==> src/rtl/nsctl_pkg.sv <==
package nsctl_pkg;

  localparam int NS_W = 32;

  typedef enum logic [1:0] {
    SEL_NS   = 2'd0,
    SEL_LAST = 2'd1,
    SEL_TRAP = 2'd2,
    SEL_NONE = 2'd3
  } csr_sel_e;

  typedef struct packed {
    logic       foreign;
    logic [4:0] page;
    logic       big_endian;
    logic [6:0] arch;
  } ns_fields_t;

  // Optional flag fields of the native layout (bits 7..14 and 24..31).
  localparam logic [NS_W-1:0] NATIVE_FLAG_FIELDS = 32'hFF00_7F80;
  // Mode, page and endian bits are always writable in native layout.
  localparam logic [NS_W-1:0] NATIVE_BASE_BITS   = 32'h0000_007F;

  function automatic ns_fields_t ns_decode(input logic [NS_W-1:0] v);
    ns_fields_t f;
    f = '0;
    f.foreign = v[0];
    if (v[0]) begin
      f.arch = v[7:1];
    end else begin
      f.page       = v[5:1];
      f.big_endian = v[6];
    end
    return f;
  endfunction

  function automatic logic ns_supported(input logic [NS_W-1:0] v,
                                        input logic [31:0]     page_mask,
                                        input logic [127:0]    arch_mask,
                                        input logic [NS_W-1:0] flag_mask);
    logic [NS_W-1:0] allowed;
    if (!v[0]) begin
      allowed = NATIVE_BASE_BITS | (flag_mask & NATIVE_FLAG_FIELDS);
      return page_mask[v[5:1]] && ((v & ~allowed) == '0);
    end
    return arch_mask[v[7:1]] && (v[31:8] == 24'h0);
  endfunction

endpackage

==> src/rtl/nsctl_check.sv <==
module nsctl_check #(
  parameter logic [31:0]  PAGE_MASK = 32'h0000_0103,
  parameter logic [127:0] ARCH_MASK = 128'h1_0000_0000_0000_0007,
  parameter logic [31:0]  FLAG_MASK = 32'h0000_0000
) (
  input  logic [31:0] value,
  output logic        ok
);
  assign ok = nsctl_pkg::ns_supported(value, PAGE_MASK, ARCH_MASK, FLAG_MASK);
endmodule

==> src/rtl/nsctl_bank.sv <==
module nsctl_bank #(
  parameter int CAUSE_W  = 3,
  parameter bit VECTORED = 1'b1
) (
  input  logic               clk,
  input  logic               rst_n,
  input  logic               we_ns,
  input  logic               we_last,
  input  logic               we_trap,
  input  logic [CAUSE_W-1:0] wr_idx,
  input  logic [31:0]        wdata,
  input  logic               do_enter,
  input  logic               do_exit,
  input  logic [CAUSE_W-1:0] cause,
  input  logic [CAUSE_W-1:0] rd_idx,
  output logic [31:0]        ns_q,
  output logic [31:0]        last_q,
  output logic [31:0]        trap_rd
);
  localparam int TW    = VECTORED ? CAUSE_W : 1;
  localparam int DEPTH = VECTORED ? (1 << CAUSE_W) : 1;

  logic [31:0]   trap_tab [DEPTH];
  logic [TW-1:0] tix_wr, tix_rd, tix_cause;

  generate
    if (VECTORED) begin : g_vectored
      assign tix_wr    = wr_idx;
      assign tix_rd    = rd_idx;
      assign tix_cause = cause;
    end else begin : g_single
      logic unused_idx;
      assign unused_idx = ^{wr_idx, rd_idx, cause};
      assign tix_wr     = '0;
      assign tix_rd     = '0;
      assign tix_cause  = '0;
    end
  endgenerate

  always_ff @(posedge clk) begin
    if (!rst_n) begin
      for (int i = 0; i < DEPTH; i++) trap_tab[i] <= '0;
    end else if (we_trap) begin
      trap_tab[tix_wr] <= wdata;
    end
  end

  always_ff @(posedge clk) begin
    if (!rst_n) begin
      ns_q   <= '0;
      last_q <= '0;
    end else if (do_enter) begin
      last_q <= ns_q;
      ns_q   <= trap_tab[tix_cause];
    end else if (do_exit) begin
      ns_q   <= last_q;
      last_q <= trap_tab[tix_cause];
    end else begin
      if (we_ns)   ns_q   <= wdata;
      if (we_last) last_q <= wdata;
    end
  end

  assign trap_rd = trap_tab[tix_rd];
endmodule

==> src/rtl/nsctl_top.sv <==
module nsctl_top #(
  parameter int           NUM_PRIV  = 3,
  parameter int           CAUSE_W   = 3,
  parameter bit           VECTORED  = 1'b1,
  parameter logic [31:0]  PAGE_MASK = 32'h0000_0103,
  parameter logic [127:0] ARCH_MASK = 128'h1_0000_0000_0000_0007,
  parameter logic [31:0]  FLAG_MASK = 32'h0100_0080,
  localparam int          PRIV_W    = (NUM_PRIV > 1) ? $clog2(NUM_PRIV) : 1
) (
  input  logic               clk,
  input  logic               rst_n,
  input  logic               csr_we,
  input  logic [PRIV_W-1:0]  csr_priv,
  input  logic [1:0]         csr_sel,
  input  logic [CAUSE_W-1:0] csr_idx,
  input  logic [31:0]        csr_wdata,
  output logic [31:0]        csr_rdata,
  output logic               csr_illegal,
  input  logic               trap_enter,
  input  logic               trap_exit,
  input  logic [PRIV_W-1:0]  trap_priv,
  input  logic [CAUSE_W-1:0] trap_cause,
  output logic               swap_done,
  input  logic [PRIV_W-1:0]  exec_priv,
  output logic [31:0]        ns_word,
  output logic               ns_foreign,
  output logic [4:0]         ns_page,
  output logic               ns_big_endian,
  output logic [6:0]         ns_arch,
  output logic               ns_valid
);
  import nsctl_pkg::*;

  logic [31:0] ns_arr   [NUM_PRIV];
  logic [31:0] last_arr [NUM_PRIV];
  logic [31:0] trap_arr [NUM_PRIV];

  // Named internal events
  logic wr_ok, trap_any, wr_go, csr_priv_ok, trap_priv_ok, exec_ok;
  logic wr_commit, wr_reject;
  logic [31:0] last_exec;
  logic ready_q;
  ns_fields_t fields;
  csr_sel_e sel;

  assign sel          = csr_sel_e'(csr_sel);
  assign csr_priv_ok  = int'(csr_priv)  < NUM_PRIV;
  assign trap_priv_ok = int'(trap_priv) < NUM_PRIV;
  assign exec_ok      = int'(exec_priv) < NUM_PRIV;
  assign trap_any     = trap_enter | trap_exit;
  assign wr_go        = csr_we & ~trap_any;
  assign wr_commit    = wr_go & wr_ok & csr_priv_ok & (sel != SEL_NONE);
  assign wr_reject    = wr_go & ~(wr_ok & csr_priv_ok & (sel != SEL_NONE));

  nsctl_check #(
    .PAGE_MASK(PAGE_MASK),
    .ARCH_MASK(ARCH_MASK),
    .FLAG_MASK(FLAG_MASK)
  ) u_check (
    .value(csr_wdata),
    .ok   (wr_ok)
  );

  generate
    for (genvar p = 0; p < NUM_PRIV; p++) begin : g_level
      logic hit_w, hit_t;
      assign hit_w = wr_commit && (csr_priv == PRIV_W'(p));
      assign hit_t = trap_priv == PRIV_W'(p);

      nsctl_bank #(
        .CAUSE_W (CAUSE_W),
        .VECTORED(VECTORED)
      ) u_bank (
        .clk     (clk),
        .rst_n   (rst_n),
        .we_ns   (hit_w && sel == SEL_NS),
        .we_last (hit_w && sel == SEL_LAST),
        .we_trap (hit_w && sel == SEL_TRAP),
        .wr_idx  (csr_idx),
        .wdata   (csr_wdata),
        .do_enter(trap_enter && hit_t),
        .do_exit (trap_exit && !trap_enter && hit_t),
        .cause   (trap_cause),
        .rd_idx  (csr_idx),
        .ns_q    (ns_arr[p]),
        .last_q  (last_arr[p]),
        .trap_rd (trap_arr[p])
      );
    end
  endgenerate

  always_ff @(posedge clk) begin
    if (!rst_n) begin
      csr_illegal <= 1'b0;
      swap_done   <= 1'b0;
      ready_q     <= 1'b0;
    end else begin
      csr_illegal <= wr_reject;
      swap_done   <= trap_any & trap_priv_ok;
      ready_q     <= 1'b1;
    end
  end

  always_comb begin
    csr_rdata = '0;
    if (csr_priv_ok) begin
      unique case (sel)
        SEL_NS:   csr_rdata = ns_arr[csr_priv];
        SEL_LAST: csr_rdata = last_arr[csr_priv];
        SEL_TRAP: csr_rdata = trap_arr[csr_priv];
        default:  csr_rdata = '0;
      endcase
    end
  end

  assign ns_word       = exec_ok ? ns_arr[exec_priv]   : '0;
  assign last_exec     = exec_ok ? last_arr[exec_priv] : '0;
  assign fields        = ns_decode(ns_word);
  assign ns_foreign    = fields.foreign;
  assign ns_page       = fields.page;
  assign ns_big_endian = fields.big_endian;
  assign ns_arch       = fields.arch;
  assign ns_valid      = ready_q & exec_ok;
endmodule

==> config.mk <==
export PLATFORM = sky130hd
export DESIGN_NAME = nsctl_top
export DESIGN_NICKNAME = d
export VERILOG_FILES = /design/src/rtl/nsctl_pkg.sv /design/src/rtl/nsctl_check.sv /design/src/rtl/nsctl_bank.sv /design/src/rtl/nsctl_top.sv
export SDC_FILE = /design/constraint.sdc
export NUM_CORES = 2
export LEC_CHECK = 0
export ABC_AREA = 1
export BUFFER_PORTS_ARGS = -buffer_cell sky130_fd_sc_hd__buf_4
export CAP_MARGIN = 10
export CORE_MARGIN = 4
export CORE_UTILIZATION = 35
export DETAILED_ROUTE_END_ITERATION = 7
export PLACE_DENSITY = 0.58
export SYNTH_ARGS = -nofsm -noshare
export SYNTH_HDL_FRONTEND = slang
export SYNTH_SLANG_ARGS = --single-unit
==> constraint.sdc <==
create_clock -name clk -period 3.56 [get_ports clk]
set_input_delay 0.712 -clock clk [delete_from_list [all_inputs] [get_ports clk]]
set_output_delay 0.712 -clock clk [all_outputs]
set_load 0.05 [all_outputs]
==> summary.txt <==
Outcome
  • Status: complete, but fails checks
  • Failing checks: setup timing

Routing
  • M1 WL: 84.2 mm
  • Routed Antenna Nets: 0
  • Met2 wire length: 92.2 mm
  • Top sig layer: met5
  • Drt via density: 5.40
  • Router iterations before antenna repair: 6
  • Final Routed Wirelength: 218 mm
  • Residual DRC count: 0
  • Vias: 48200
  • Routed wire per std cell: 24.4 um
  • DR iter-0 viols: 6559
  • Met3 WL: 25.7 mm

Timing
  • Hold Vio Cnt, Final: 0
  • Final worst setup slack: -63.0 ps
  • Unrepaired setup endpoints after global routing: yes
  • Setup violations, final: 4
  • Slew Limit Fails: 0
  • Slew HR: 21.6%
  • Minimum clock period: 3620 ps
  • Max Freq: 276 MHz
  • Final Skew: 52.5 ps
  • Final period utilization: 102%
  • Setup TNS: -121 ps
  • Measured slew at the worst slew-check pin: 1170 ps

Floorplanning
  • Initial core utilization: 35.3%
  • Die height: 386 um
  • IO Pins: 132
  • Rows: 138
  • Die footprint: 0.149 mm2
  • Die X: 386 um
  • CORE AREA: 0.142 mm2

Yosys
  • Post-synthesis sequential area ratio: 53.8%
  • Synth warnings: 0
  • Cell Area, Synth: 0.0501 mm2
  • Post-synth EDFFs: 768
  • Share of the synthesized area in the top cell type: 46.0%
  • Synth top area cells: edfxtp_1 46%, nand2_1 11%, nor2_1 8.0%
  • Largest area contributor in the netlist: edfxtp_1
  • Synth async-reset ratio: 0%
  • Post-Syn Instances: 6183
  • Library cells used by synthesis: 42
  • Syn_area_per_cell: 8.10 um2
  • Yosys reg bits: 963
  • Main flop type after synthesis: edfxtp_1

Worst setup path
  • Arrival time worst endpoint: 2910 ps
  • Kind of critical path: in -> out
  • Worst EP required: 2850 ps
  • Register-to-Register Path Depth: 10
  • Max Fanout on Critical Path: 18
  • CP Launch Type: input pin
  • Crit. End Element: primary output

Placed design
  • RePlAce Congestion: 1.01
  • DP Worst Slack: -453 ps
  • HPWL Detailed: 146 mm
  • PortBufs: 131
  • Inst Count DP: 8705

Clock network
  • Clock Latency Late Sink: 750 ps
  • H-tree Lvls: 3
  • Total CTS buffers: 107
  • CTS Buffer Depth: 3
  • Sinks on Clock Net: 963
  • TritonCTS clock tree: done
  • CTS root buf: clkbuf_16
  • Reg clk slew, reported paths: 60 ps
  • Hold_buf cts: 0

Finish
  • Synthesis-to-finish area growth: 22.9%
  • Layout Nets: 6982
  • Layout Cells excl Fill: 8912
  • Share of cells above drive strength 1: 10.6%
  • Final core occ: 43.4%

Power and ir drop
  • Power Total: 29.6 mW
  • PwrDens: 482 mW/mm2
  • Worst vdd ir: 0.456 mV
  • Leakage power: 25.9 nW

Global route
  • First-pass GRT wire length: 309 mm
  • Grt total ovfl: 0
  • Vias in the first global route: 44200
  • Largest net degree at the start of global routing: 146
  • Initial antenna violation count: 6
  • GRT Overall Usage: 28.4%

Hold path
  • Hold depth: 2
  • Worst Hold Class: in -> reg

Run
  • Max Cap Violations: 0
## critical path, stage by stage
cell and delay, ps:
buf_4 140, nor2_4 60, inv_2 430, buf_4 390, o22ai_1 150, o21ai_0 530
nand3_2 230, buf_4 250
## where the power goes
group	switching, mW	internal (mW)	total (mW)
Clock	4.93	6.64	11.6
Sequential	0.393	13.0	13.4
Combinational	3.36	1.30	4.66
Total	8.69	21.0	29.6
## layout by cell type, fill, tap and decap left out, types with 3 or more instances in the layout
cell / Yosys / routed
a21oi_1: 307 / 305
a22oi_1: 185 / 185
a31oi_1: 4 / 4
buf_12: 1 / 94
buf_4: 15 / 342
buf_6: 16 / 16
buf_8: 1 / 3
bufinv_16: 0 / 10
clkbuf_1: 235 / 20
clkbuf_16: 0 / 110
clkbuf_8: 0 / 17
clkinv_1: 6 / 13
clkinv_2: 0 / 23
clkinv_4: 0 / 4
clkinvlp_4: 0 / 5
conb_1: 1 / 600
dfxtp_1: 195 / 195
diode_2: 0 / 3
edfxtp_1: 768 / 768
inv_1: 479 / 474
inv_2: 16 / 14
inv_4: 0 / 4
nand2_1: 1428 / 1386
nand2_2: 2 / 43
nand3_1: 230 / 207
nand3_2: 0 / 19
nand3_4: 0 / 4
nand4_1: 59 / 59
nor2_1: 1074 / 1067
nor2_2: 3 / 4
nor2_4: 1 / 7
nor3_1: 5 / 3
o2111ai_1: 8 / 8
o211ai_1: 46 / 46
o21ai_0: 692 / 685
o21ai_1: 108 / 113
o21bai_2: 2 / 4
o22ai_1: 120 / 120
o2bb2ai_1: 8 / 8
## timing repair
item                                    4_1_cts  5_1_grt
gates cloned                                  0        3
buffers inserted                              4        0
pin swaps                                     4        7
resized for setup                            31       48
endpoints found under the setup margin       32       27
## synthesized netlist by cell type (15+ instances only)
cell type  instances
a21oi_1          307
a22oi_1          185
buf_1             57
buf_2             94
buf_4             15
buf_6             16
clkbuf_1         235
dfxtp_1          195
edfxtp_1         768
inv_1            479
inv_2             16
nand2_1         1428
nand3_1          230
nand4_1           59
nor2_1          1074
o211ai_1          46
o21ai_0          692
o21ai_1          108
o22ai_1          120
## cell type report
type                            count  area, um2
Tap cell                         1890       2360
Timing Repair Buffer              459       4770
Fill cell                       14000      80400
Clock inverter                     53        598
Clock buffer                      144       3000
Inverter                          501       1920
Antenna cell                        3       7.51
Sequential cell                   963      27000
Timing Repair inverter              1       5.00
Multi-Input combinational cell   4898      21900
## registers in the layout (all words and copies together) (netlist names)
register                 flops
csr_illegal                  1
g_level.u_bank.last_q       96
g_level.u_bank.ns_q         96
g_level.u_bank.trap_tab    768
ready_q                      1
swap_done                    1
## metal layers
layer / up-vias / global-route usage [%]
li1: 21700 / -
met1: 22600 / 37.7
met2: 3142 / 42.3
met3: 633 / 6.25
met4: 2 / 17.1
met5: - / 0
## worst paths after layout
path | endpoint | slack (ps) | start
worst max-delay path | csr_rdata[29] | -60 | csr_priv[0]
worst min-delay path | swap_done | 180 | trap_priv[0]
worst max register to register | g_level[2].u_bank.ns_q[19] | 1700 | g_level[2].u_bank.trap_tab[6][19]
worst min register to register | g_level[2].u_bank.ns_q[19] | 480 | g_level[2].u_bank.ns_q[19]
## per-stage QoR
stage	cell area (um2)	hold slack (ps)
global placement	57600	465
detailed placement	57600	473
CTS	61300	138
finish	61600	180
floorplan	52300	455
global route	61600	181
## kinds of logic (layout without fill, tap and decap cells)
group,after synthesis,in the layout,synth area share (%)
flops,963,963,53.8
compound gates,1492,1492,16.6
simple gates,2806,2806,22.0
buf+inv,921,1158,7.55
other cells,1,603,0.00749
No activity file was read; power rests on OpenSTA's default activity.
